$ cat src/rtl/dma_task_irq_collector.sv
module dma_task_irq_collector #(
  parameter int NTASK = 16,
  parameter int IDXW  = $clog2(NTASK)
) (
  input  logic             clk,
  input  logic             rst_n,
  input  logic [NTASK-1:0] task_evt,
  input  logic             bus_wr,
  input  logic [1:0]       bus_addr,
  input  logic [NTASK-1:0] bus_wdata,
  output logic [NTASK-1:0] bus_rdata,
  output logic             irq_out,
  output logic [IDXW-1:0]  svc_idx,
  output logic             svc_valid
);

  logic [NTASK-1:0] pend_q, mask_q;
  logic [NTASK-1:0] clr_vec;

  assign clr_vec = (bus_wr && bus_addr == 2'd0) ? bus_wdata : '0;

  always_ff @(posedge clk or negedge rst_n) begin
    if (!rst_n) begin
      pend_q  <= '0;
      mask_q  <= '1;
      irq_out <= 1'b0;
    end else begin
      pend_q  <= (pend_q & ~clr_vec) | task_evt;
      if (bus_wr && bus_addr == 2'd1) mask_q <= bus_wdata;
      irq_out <= |(pend_q & ~mask_q);
    end
  end

  always_comb begin
    svc_idx = '0;
    for (int i = NTASK - 1; i >= 0; i--)
      if (pend_q[i]) svc_idx = IDXW'(i);
  end

  assign svc_valid = |pend_q;

  always_comb begin
    bus_rdata = '0;
    case (bus_addr)
      2'd0: bus_rdata = pend_q;
      2'd1: bus_rdata = mask_q;
      2'd2: bus_rdata = NTASK'({svc_valid, svc_idx});
      default: bus_rdata = '0;
    endcase
  end

endmodule


$ cat config.mk
export PLATFORM = sky130hd
export DESIGN_NAME = dma_task_irq_collector
export DESIGN_NICKNAME = d
export VERILOG_FILES = /design/src/rtl/dma_task_irq_collector.sv
export SDC_FILE = /design/constraint.sdc
export NUM_CORES = 1
export LEC_CHECK = 0
export BUFFER_PORTS_ARGS = -buffer_cell sky130_fd_sc_hd__buf_2
export CORE_UTILIZATION = 30
export CTS_BUF_LIST = sky130_fd_sc_hd__clkbuf_4
export CTS_CLUSTER_DIAMETER = 60
export CTS_CLUSTER_SIZE = 40
export DETAILED_ROUTE_END_ITERATION = 8
export GPL_TIMING_DRIVEN = 0
export PLACE_DENSITY_LB_ADDON = 0.12
export SLEW_MARGIN = 25
export SYNTH_ARGS = -nofsm -noshare
export SYNTH_HDL_FRONTEND = slang
export SYNTH_SLANG_ARGS = --single-unit
$ cat constraint.sdc
create_clock -name clk -period 1.38 [get_ports clk]
set_input_delay 0.138 -clock clk [delete_from_list [all_inputs] [get_ports clk]]
set_output_delay 0.138 -clock clk [all_outputs]
set_load 0.02 [all_outputs]
* Word-level counts from Yosys, hierarchy flattened
Index checks and enable logic that the tools add are counted.
** Storage, ports and cells
- Flip-flop bits (word level) :: 33
- Input bits :: 37
- Output and inout bits :: 22
- Logic and storage cells :: 33
** Operators by class
- Eq/ne operators :: 2
- Mux-type cells :: 18
- Bitwise logic cells :: 5
- Reductions and logical operators :: 5
** Operators with widths (number)
- $mux 4 :: 16
- $pmux 16 s3 :: 1
- $and 16x16->16 :: 2
- $not 16->16 :: 2
- $reduce_or 16->1 :: 2
- $mux 16 :: 1
- $or 16x16->16 :: 1
- $eq 2x1->1 const B :: 1
- $eq 2x2->1 const B :: 1
- $logic_and 1x1->1 :: 2
- $logic_not 2->1 :: 1

* Longest topological paths before layout
Gate-level depths: netlist of the first run.
- Depth after elaboration :: 17
- Depth in mapped cells :: 6
- Mapped depth without buffers :: 5

* Least setup slack after synthesis of the first run
OpenSTA, ideal clock, no wires.
- Path kind :: register -> output
- Start :: register pend_q[7]
- End :: output bus_rdata[3]
- Arrival time :: 1744 ps
- Required time :: 1242 ps
- Slack :: -502 ps
- Cell stages (with the launch flop) :: 6
- Path buffers :: 0
- Cells stage by stage :: dfrtp_1 -> nor4_1 -> and2_1 -> nor2b_1 -> mux2i_1 -> o21ai_1
** Between the ends
- Longest elaborated chain between the ends :: 9
** Ends and longest elaborated chain
- from (decl) :: RTL line 17 : logic [NTASK-1:0] pend_q, mask_q;
- from (signal assigned) :: RTL line 28 : pend_q <= (pend_q & ~clr_vec) | task_evt;
- $mux 4 (8 in series) :: RTL line 37 : if (pend_q[i]) svc_idx = IDXW'(i);
- named net svc_idx[3] :: RTL line 13 : output logic [IDXW-1:0] svc_idx,
- $pmux 16 s3 :: RTL line 44 : case (bus_addr)
- to (decl) :: RTL line 11 : output logic [NTASK-1:0] bus_rdata,
The timed path passes the listed nets, and every way through them passes these cells.

* Worst setup path after layout of the first run
- Start :: register pend_q[9]
- End :: output bus_rdata[2]
** Between the ends
- Longest elaborated chain between the ends :: 11
** Ends and longest elaborated chain (RTL line)
- $mux 4 (10 in series) :: 37
- $pmux 16 s3 :: 44
No other way between the ends.

==> results of run 1 <==
==> flip-flops by register name, indices dropped and copies added (netlist names) <==
name,flops
irq_out,1
mask_q,16
pend_q,16
==> placed cells by master, fill, tap and decap left out, types with 11 or more instances in the layout <==
| cell type | instances |
|---|---|
| buf_2 | 41 |
| buf_4 | 21 |
| nor2_1 | 17 |
| inv_1 | 17 |
| dlygate4sd3_1 | 17 |
| mux2_2 | 16 |
| dfstp_2 | 16 |
| mux2i_1 | 13 |
| a21oi_1 | 11 |
| buf_6 | 11 |
==> worst register-to-register path, stage by stage (launching register included) <==
cell,delay [ps]
dfstp_2,540
buf_4,110
o22ai_1,70
a221oi_1,290
nand4_1,140
==> where the power goes <==
part / leakage, nW / total [mW] / internal, mW / switching [mW]
Sequential: 0.320 / 1.24 / 1.14 / 0.0972
Clock: 0.0361 / 0.564 / 0.238 / 0.326
Combinational: 0.875 / 0.634 / 0.336 / 0.298
Total: 1.23 / 2.43 / 1.71 / 0.721
==> kinds of logic (layout without fill, tap and decap cells) <==
group / count (synthesis) / in the layout
simple gates: 55 / 55
compound gates: 44 / 44
flops: 33 / 33
mux: 29 / 29
buf+inv: 26 / 119
==> worst max path at each step <==
| stage | from | end | slack (ps) | depth (start not counted) |
|---|---|---|---|---|
| floorplan | pend_q[9] | bus_rdata[2] | -320 | 5 |
| global route | pend_q[9] | bus_rdata[2] | -790 | 6 |
| detailed placement | pend_q[13] | bus_rdata[1] | -440 | 5 |
| CTS | pend_q[11] | bus_rdata[2] | -720 | 6 |
| global placement | pend_q[13] | bus_rdata[1] | -430 | 5 |
| finish | pend_q[9] | bus_rdata[2] | -700 | 6 |
==> metrics by stage <==
step / hold slack (ps) / util / worst slack (ps) / instances
6_report: 46.7 / 0.463 / -701 / 355
4_1_cts: 34.6 / 0.453 / -720 / 353
5_1_grt: 31.8 / 0.463 / -786 / 355
3_3_place_gp: 257 / 0.379 / -427 / 318
2_1_floorplan: -158 / - / -325 / 187
3_5_place_dp: 246 / 0.379 / -442 / 318
==> what timing repair did <==
| item | 4_1_cts | 5_1_grt |
|---|---|---|
| endpoints found under the hold margin | 33 | 0 |
| resized for setup | 42 | 14 |
| hold buffers | 17 | 0 |
| buffers inserted | 10 | 3 |
| pin swaps | 7 | 4 |
| endpoints found under the setup margin | 21 | 24 |
==> per-layer routing <==
metal,vias up,share of wire,global-route usage
li1,840,-,-
met1,811,0.47,0.231
met2,46,0.48,0.300
met3,7,0.041,0.0330
met4,0,0.011,0.0589
met5,-,0,0
==> area by class of cell <==
type,count,area share
buffer,8,0.0141
clock buffer,7,0.0192
clock inverter,1,0.00182
inverter,17,0.0233
multi-input combinational,128,0.363
sequential,33,0.312
tap,75,0.0342
timing repair buffer,86,0.232
==> impl_metrics.py, run 1 <==
metrics = {
    "min_path": {
        "hold_depth": 2,
        "whs_endpoint": "mask_q[14]",
        "min_from": "bus_wdata[14]",
        "min-delay-path-class": "in2reg",
    },
    "floorplanning": {
        "ios": 59,
        "die_area_um2": 6430,
        "num_rows": 28,
        "die_h_um": 80.2,
        "core_um2": 5920,
        "die_width_um": 80.2,
        "start_util": 0.310,
    },
    "route": {
        "post_drt_wl_per_cell_um": 15.1,
        "drt-total-wl_mm": 5.35,
        "antenna_left": 0,
        "drc": 0,
        "drtIter0Drc": 93,
        "vias": 1704,
        "first_pass_iters": 4,
        "viasPerCell": 4.80,
    },
    "setup_path": {
        "worstPathCellList": "or4_4, o21ai_2, and2_4, mux2i_1, o21ai_2, buf_6",
        "path_class": "reg2out",
        "required_ps": 1240,
        "reg2reg_from": "mask_q[10]",
        "critPathBufInv": 1,
        "cp_data_arrival_time_ps": 1940,
        "crit_family": "simple AND/OR/NAND/NOR gates",
        "worstPathMaxFanout": 2,
        "r2r_end": "irq_out",
        "worstRegToRegCells": 4,
        "startpoint_type": "flop",
        "end_kind": "output port",
        "critical-path-slowest-cell": "or4_4",
        "max_stage_delay_ps": 570,
        "reg2reg_slack_ps": 110,
        "cp_common_cell": "o21ai_2",
    },
    "clocking": {
        "clk_latency_ps": 340,
        "clk_pin_slew_ps": 100,
        "cts.htree.levels": 2,
        "numCtsBuffers": 5,
        "cts_sinks": 33,
        "cts_tree": "built",
        "cts_max_path_buffers": 2,
        "cts-root-buf": "clkbuf_4",
    },
    "logic_synthesis": {
        "netlist_area_um2": 1830,
        "ys_ff_latch": 33,
        "syn-num-nets": 224,
        "synth_compound_area_frac": 0.152,
        "ys_async_sr_fraction": 1.00,
        "synth_top_area_frac": 0.232,
        "synth_top_family_by_area": "multiplexers",
        "synth_edf_count": 0,
        "yosysSeqAreaShare": 0.461,
        "synth.area.mux_share": 0.169,
        "yosysWarnings": 0,
        "synthSimpleGateAreaFrac": 0.162,
        "syn_inst": 187,
        "synth.largest_area_cell": "dfrtp_1",
        "synth_cell_types": 33,
        "synth-main-ff-cell": "dfrtp_1",
        "synth_xor_area_frac": 0,
        "synthAdderAreaFrac": 0,
        "yosys-top-cells-count": "17 x dfrtp_1, 17 x inv_1, 17 x nor2_1",
        "syn_area_per_cell_um2": 9.81,
        "synthTopCellsByArea": "dfrtp_1 23%, dfstp_2 23%, mux2_2 9.8%, mux2i_1 7.1%, a21oi_1 3.8%",
    },
    "cells_and_area": {
        "area_growth_pct": 49.5,
        "antenna_cells": 0,
        "drive_above_1_share": 0.539,
        "finalNetCount": 316,
        "num-fill-cells": 597,
        "seq_area_um2": 856,
        "final_area_um2": 2740,
        "multi_input_area_um2": 996,
    },
    "sta": {
        "tns_ps": -6010,
        "rsz0062_at_grt": "yes",
        "max_freq_mhz": 481,
        "finalCritPeriodShare": 1.51,
        "worstMarginPinSlew_ps": 743,
        "finClkSkew_ps": 6.23,
        "hold_viol": 0,
        "slew_headroom": 0.505,
        "setup_violations": 14,
        "slew_viol_final": 0,
        "final.setup.worst_slack_ps": -701,
        "fin_crit_ps": 2080,
    },
    "grt": {
        "overflow": 0,
        "grt_pass1_wl_mm": 8.50,
        "grt_antenna_before_repair": 0,
        "grt_usage": 0.179,
        "grt_pass1_vias": 1706,
        "grt_max_degree": 34,
    },
    "placement": {
        "port_buffers": 56,
        "dpl_cell_area_um2": 2240,
        "hpwlAfterDp_mm": 3.78,
        "routabilityCongestion": 0.783,
    },
    "power": {
        "vdd.ir_drop.worst_uv": 387,
        "powerDensity_nw_per_um2": 888,
        "power_mw": 2.43,
        "leakage_nw": 1.23,
    },
    "status": {
        "status": "finished, violations left",
        "failed_checks": "setup timing",
    },
    "run": {
        "maxCapViolations": 0,
    },
}
(Power assumes the default switching activity.)
==> run 2: changes to the inputs <==
HOLD_SLACK_MARGIN = 0.1   (was not set)
==> impl_metrics.py, run 2 (same netlist as run 1, synthesis figures left out) <==
metrics = {
    "run": {
        "maxCapViolations": 0,
    },
    "power": {
        "pwr-share-clk": 0.227,
        "power_switching_mw": 0.725,
        "powerDensity_nw_per_um2": 850,
        "leakage_nw": 1.30,
        "p_int_mw": 1.74,
        "p_seq_frac": 0.502,
        "swShare": 0.294,
        "comb_power_share": 0.271,
        "vdd.ir_drop.worst_uv": 387,
    },
    "sta": {
        "worstMarginPinSlew_ps": 740,
        "final.setup.worst_slack_ps": -699,
        "finClkSkew_ps": 5.16,
        "finalCritPeriodShare": 1.51,
        "slew_headroom": 0.507,
        "fin_crit_ps": 2080,
        "slew_viol_final": 0,
        "hold_viol": 0,
        "setup_violations": 14,
        "max_freq_mhz": 481,
        "rsz0062_at_grt": "yes",
    },
    "grt": {
        "overflow": 0,
        "grt_pass1_vias": 1754,
        "grt_max_degree": 34,
        "grt_usage": 0.182,
        "grt_antenna_before_repair": 0,
        "grt_pass1_wl_mm": 8.65,
    },
    "placement": {
        "port_buffers": 56,
        "routabilityCongestion": 0.783,
        "pre_cts_ws_ps": -442,
        "hpwlAfterDp_mm": 3.78,
    },
    "clocking": {
        "cts_sinks": 33,
        "cts-root-buf": "clkbuf_4",
        "cts.htree.levels": 2,
        "clk_pin_slew_ps": 100,
        "numCtsBuffers": 5,
        "cts_max_path_buffers": 2,
        "cts_tree": "built",
        "clk_latency_ps": 340,
    },
    "status": {
        "failed_checks": "setup timing",
        "status": "finished, violations left",
    },
    "route": {
        "viasPerCell": 4.74,
        "wl_met3_um": 199,
        "post_drt_wl_per_cell_um": 14.8,
        "drt-total-wl_mm": 5.49,
        "first_pass_iters": 4,
        "drc": 0,
        "highest_layer": "met4",
        "antenna_left": 0,
        "drtIter0Drc": 75,
        "dr_wl_met2_mm": 2.64,
        "vias": 1760,
        "wl_met1_mm": 2.60,
    },
    "cells_and_area": {
        "antenna_cells": 0,
        "area_growth_pct": 58.3,
        "drive_above_1_share": 0.510,
        "fin_util": 0.490,
        "finalNetCount": 332,
        "layout_common_cells": "41 x buf_2, 33 x dlygate4sd3_1, 21 x buf_4",
        "reg_top3": "mask_q: 16 flops, pend_q: 16 flops, irq_out: 1 flops",
        "final_common_cell": "buf_2",
        "num-fill-cells": 583,
    },
    "floorplanning": {
        "ios": 59,
        "die_area_um2": 6430,
        "die_h_um": 80.2,
        "start_util": 0.310,
        "num_rows": 28,
        "die_width_um": 80.2,
        "core_um2": 5920,
    },
    "setup_path": {
        "worstPathMaxFanout": 3,
        "required_ps": 1240,
        "reg2reg_slack_ps": 120,
        "end_kind": "output port",
        "path_class": "reg2out",
        "cp_data_arrival_time_ps": 1940,
        "startpoint_type": "flop",
    },
    "min_path": {
        "min-delay-path-class": "in2async",
    },
}
## run 2: worst max-delay path, cell delays in order, from the launching register on
cell     delay, ps
dfrtp_1        420
or4_4          550
o21ai_2        130
and2_4         160
mux2i_1         80
o21ai_2        130
buf_6          130
## run 2: power groups by stage
| stage | Clock, mW | Sequential [mW] | Combinational, mW |
|---|---|---|---|
| floorplan | 0 | 1.21 | 0.339 |
| global placement | 0 | 1.25 | 0.504 |
| detailed placement | 0 | 1.25 | 0.509 |
| CTS | 0.579 | 1.23 | 0.658 |
| global route | 0.631 | 1.25 | 0.728 |
| finish | 0.561 | 1.24 | 0.669 |
## run 2: repair_timing
action                     in CTS  in global routing
setup buffers                  10                  3
gates resized for setup        42                 14
setup endpoints to repair      21                 24
pin swaps                       7                  4
hold buffers                   33                  0
gates cloned                    0                  0
hold endpoints to repair       49                  0
## run 2: path summary, 6_finish.rpt
check                      startpoint            to  cells past startpoint
setup / recovery           pend_q[11]  bus_rdata[2]                      6
hold / removal                  rst_n    pend_q[15]                      2
setup reg to reg           mask_q[10]       irq_out                      4
hold reg to reg             pend_q[6]     pend_q[6]                      1
max in group asynchronous       rst_n    pend_q[13]                      2
min in group clk               bus_wr    pend_q[15]                      4
## run 2: final cells by class
class	count	area [um2]	area share
Clock inverter	1	5.00	0.00172
Inverter	17	63.8	0.0220
Buffer	8	38.8	0.0134
Clock buffer	7	52.6	0.0181
Sequential cell	33	856	0.295
Timing Repair Buffer	102	797	0.275
Multi-Input combinational cell	128	996	0.343
Tap cell	75	93.8	0.0323
## run 2: stage by stage
stage          area [um2]  setup TNS [ps]  cells  hold WS (ps)  power (mW)
6_report             2900           -5980    371           391        2.47
2_1_floorplan        1870           -1030    187          -158        1.55
4_1_cts              2840           -6230    369           376        2.47
3_3_place_gp         2240           -8960    318           257        1.75
5_1_grt              2900           -7380    371           396        2.61
3_5_place_dp         2240           -9120    318           246        1.76
## run 2: per-layer routing
metal  GRT usage  up-vias
li1            -      875
met1       0.234      839
met2       0.308       40
met3      0.0330        6
met4      0.0589        0
met5           0        -
==> run 3: changes to the inputs <==
TNS_END_PERCENT = 5   (was not set)
==> impl_metrics.py, run 3 (same netlist as run 1, synthesis figures left out) <==
metrics = {
    "power": {
        "vdd.ir_drop.worst_uv": 531,
        "power_mw": 2.38,
        "powerDensity_nw_per_um2": 871,
        "leakage_nw": 1.22,
    },
    "route": {
        "drt-total-wl_mm": 5.25,
        "post_drt_wl_per_cell_um": 14.5,
        "vias": 1728,
        "drc": 0,
        "antenna_left": 0,
        "first_pass_iters": 4,
        "viasPerCell": 4.79,
        "drtIter0Drc": 64,
    },
    "sta": {
        "setup_violations": 13,
        "slew_headroom": 0.507,
        "final.setup.worst_slack_ps": -695,
        "finalCritPeriodShare": 1.50,
        "hold_viol": 0,
        "tns_ps": -5790,
        "slew_viol_final": 0,
        "worstMarginPinSlew_ps": 739,
        "max_freq_mhz": 482,
        "finClkSkew_ps": 7.09,
        "fin_crit_ps": 2080,
        "rsz0062_at_grt": "yes",
    },
    "clocking": {
        "cts-root-buf": "clkbuf_4",
        "cts_tree": "built",
        "cts_sinks": 33,
        "clk_pin_slew_ps": 110,
        "clk_latency_ps": 330,
        "numCtsBuffers": 5,
        "cts.htree.levels": 2,
        "cts_max_path_buffers": 2,
    },
    "cells_and_area": {
        "antenna_cells": 0,
        "drive_above_1_share": 0.465,
        "area_growth_pct": 48.9,
        "finalNetCount": 322,
        "layout_common_cells": "46 x buf_2, 33 x dlygate4sd3_1, 17 x nor2_1, 17 x inv_1",
        "num-fill-cells": 595,
        "reg_top3": "mask_q: 16 flops, pend_q: 16 flops, irq_out: 1 flops",
        "final_common_cell": "buf_2",
        "fin_util": 0.461,
    },
    "setup_path": {
        "startpoint_type": "flop",
        "reg2reg_from": "pend_q[3]",
        "end_kind": "output port",
        "path_class": "reg2out",
        "reg2reg_slack_ps": 120,
        "required_ps": 1240,
        "critical_path.startpoint": "pend_q[11]",
        "worstPathMaxFanout": 4,
        "cp_data_arrival_time_ps": 1940,
    },
    "grt": {
        "grt_usage": 0.177,
        "grt_max_degree": 34,
        "grt_pass1_wl_mm": 8.47,
        "overflow": 0,
        "grt_pass1_vias": 1686,
        "grt_antenna_before_repair": 0,
    },
    "placement": {
        "pre_cts_ws_ps": -429,
        "port_buffers": 56,
        "hpwlAfterDp_mm": 3.76,
        "routabilityCongestion": 0.778,
    },
    "floorplanning": {
        "num_rows": 28,
        "start_util": 0.310,
        "die_area_um2": 6430,
        "core_um2": 5920,
        "die_width_um": 80.2,
        "ios": 59,
        "die_h_um": 80.2,
    },
    "status": {
        "status": "finished, violations left",
        "failed_checks": "setup timing",
    },
    "min_path": {
        "min-delay-path-class": "in2async",
    },
    "run": {
        "maxCapViolations": 0,
    },
}
==> run 3: final timing paths <==
kind / end / cells after the start
setup / recovery: bus_rdata[2] / 6
hold / removal: pend_q[8] / 2
setup reg to reg: irq_out / 4
hold reg to reg: pend_q[14] / 1
max in group asynchronous: pend_q[14] / 2
min in group clk: pend_q[3] / 4
==> run 3: metal layers <==
metal	part of all wire	wire length, um	global-route usage
met1	0.48	2520	0.230
met2	0.47	2460	0.292
met3	0.042	219	0.0330
met4	0.0088	46	0.0643
met5	0	0	0
==> run 3: layout make-up <==
type | instances | area (um2) | area share
Multi-Input combinational cell | 128 | 956 | 0.350
Sequential cell | 33 | 852 | 0.312
Timing Repair Buffer | 91 | 668 | 0.245
Tap cell | 75 | 93.8 | 0.0344
Inverter | 17 | 63.8 | 0.0234
Clock buffer | 6 | 45.0 | 0.0165
Buffer | 9 | 42.5 | 0.0156
Clock inverter | 2 | 10.0 | 0.00366
==> run 3: timing repair <==
action | in CTS | in global routing
pin swaps | 2 | 0
hold buffers | 33 | 0
resized for setup | 22 | 14
setup endpoints to repair | 21 | 22
setup buffers | 2 | 0
hold endpoints to repair | 49 | 0
==> run 3: stage by stage <==
stage	hold WS, ps	std cells	area, um2
after floorplan	-158	187	1850
after global placement	266	318	2220
after detailed placement	260	318	2220
after CTS	394	361	2680
after global routing	428	361	2730
final	402	361	2730
==> run 3: where the power goes <==
group          internal, mW  switching [mW]
clock network         0.214           0.330
logic                 0.318           0.279
registers              1.14          0.0974
total                  1.67           0.707
==> run 3: critical path, cell delays in order, from the launching register on <==
cell and delay [ps]:
dfrtp_1 430, or4_4 560, o21ai_2 130, and2_4 150, mux2i_2 70, o21ai_2 140, buf_6 130
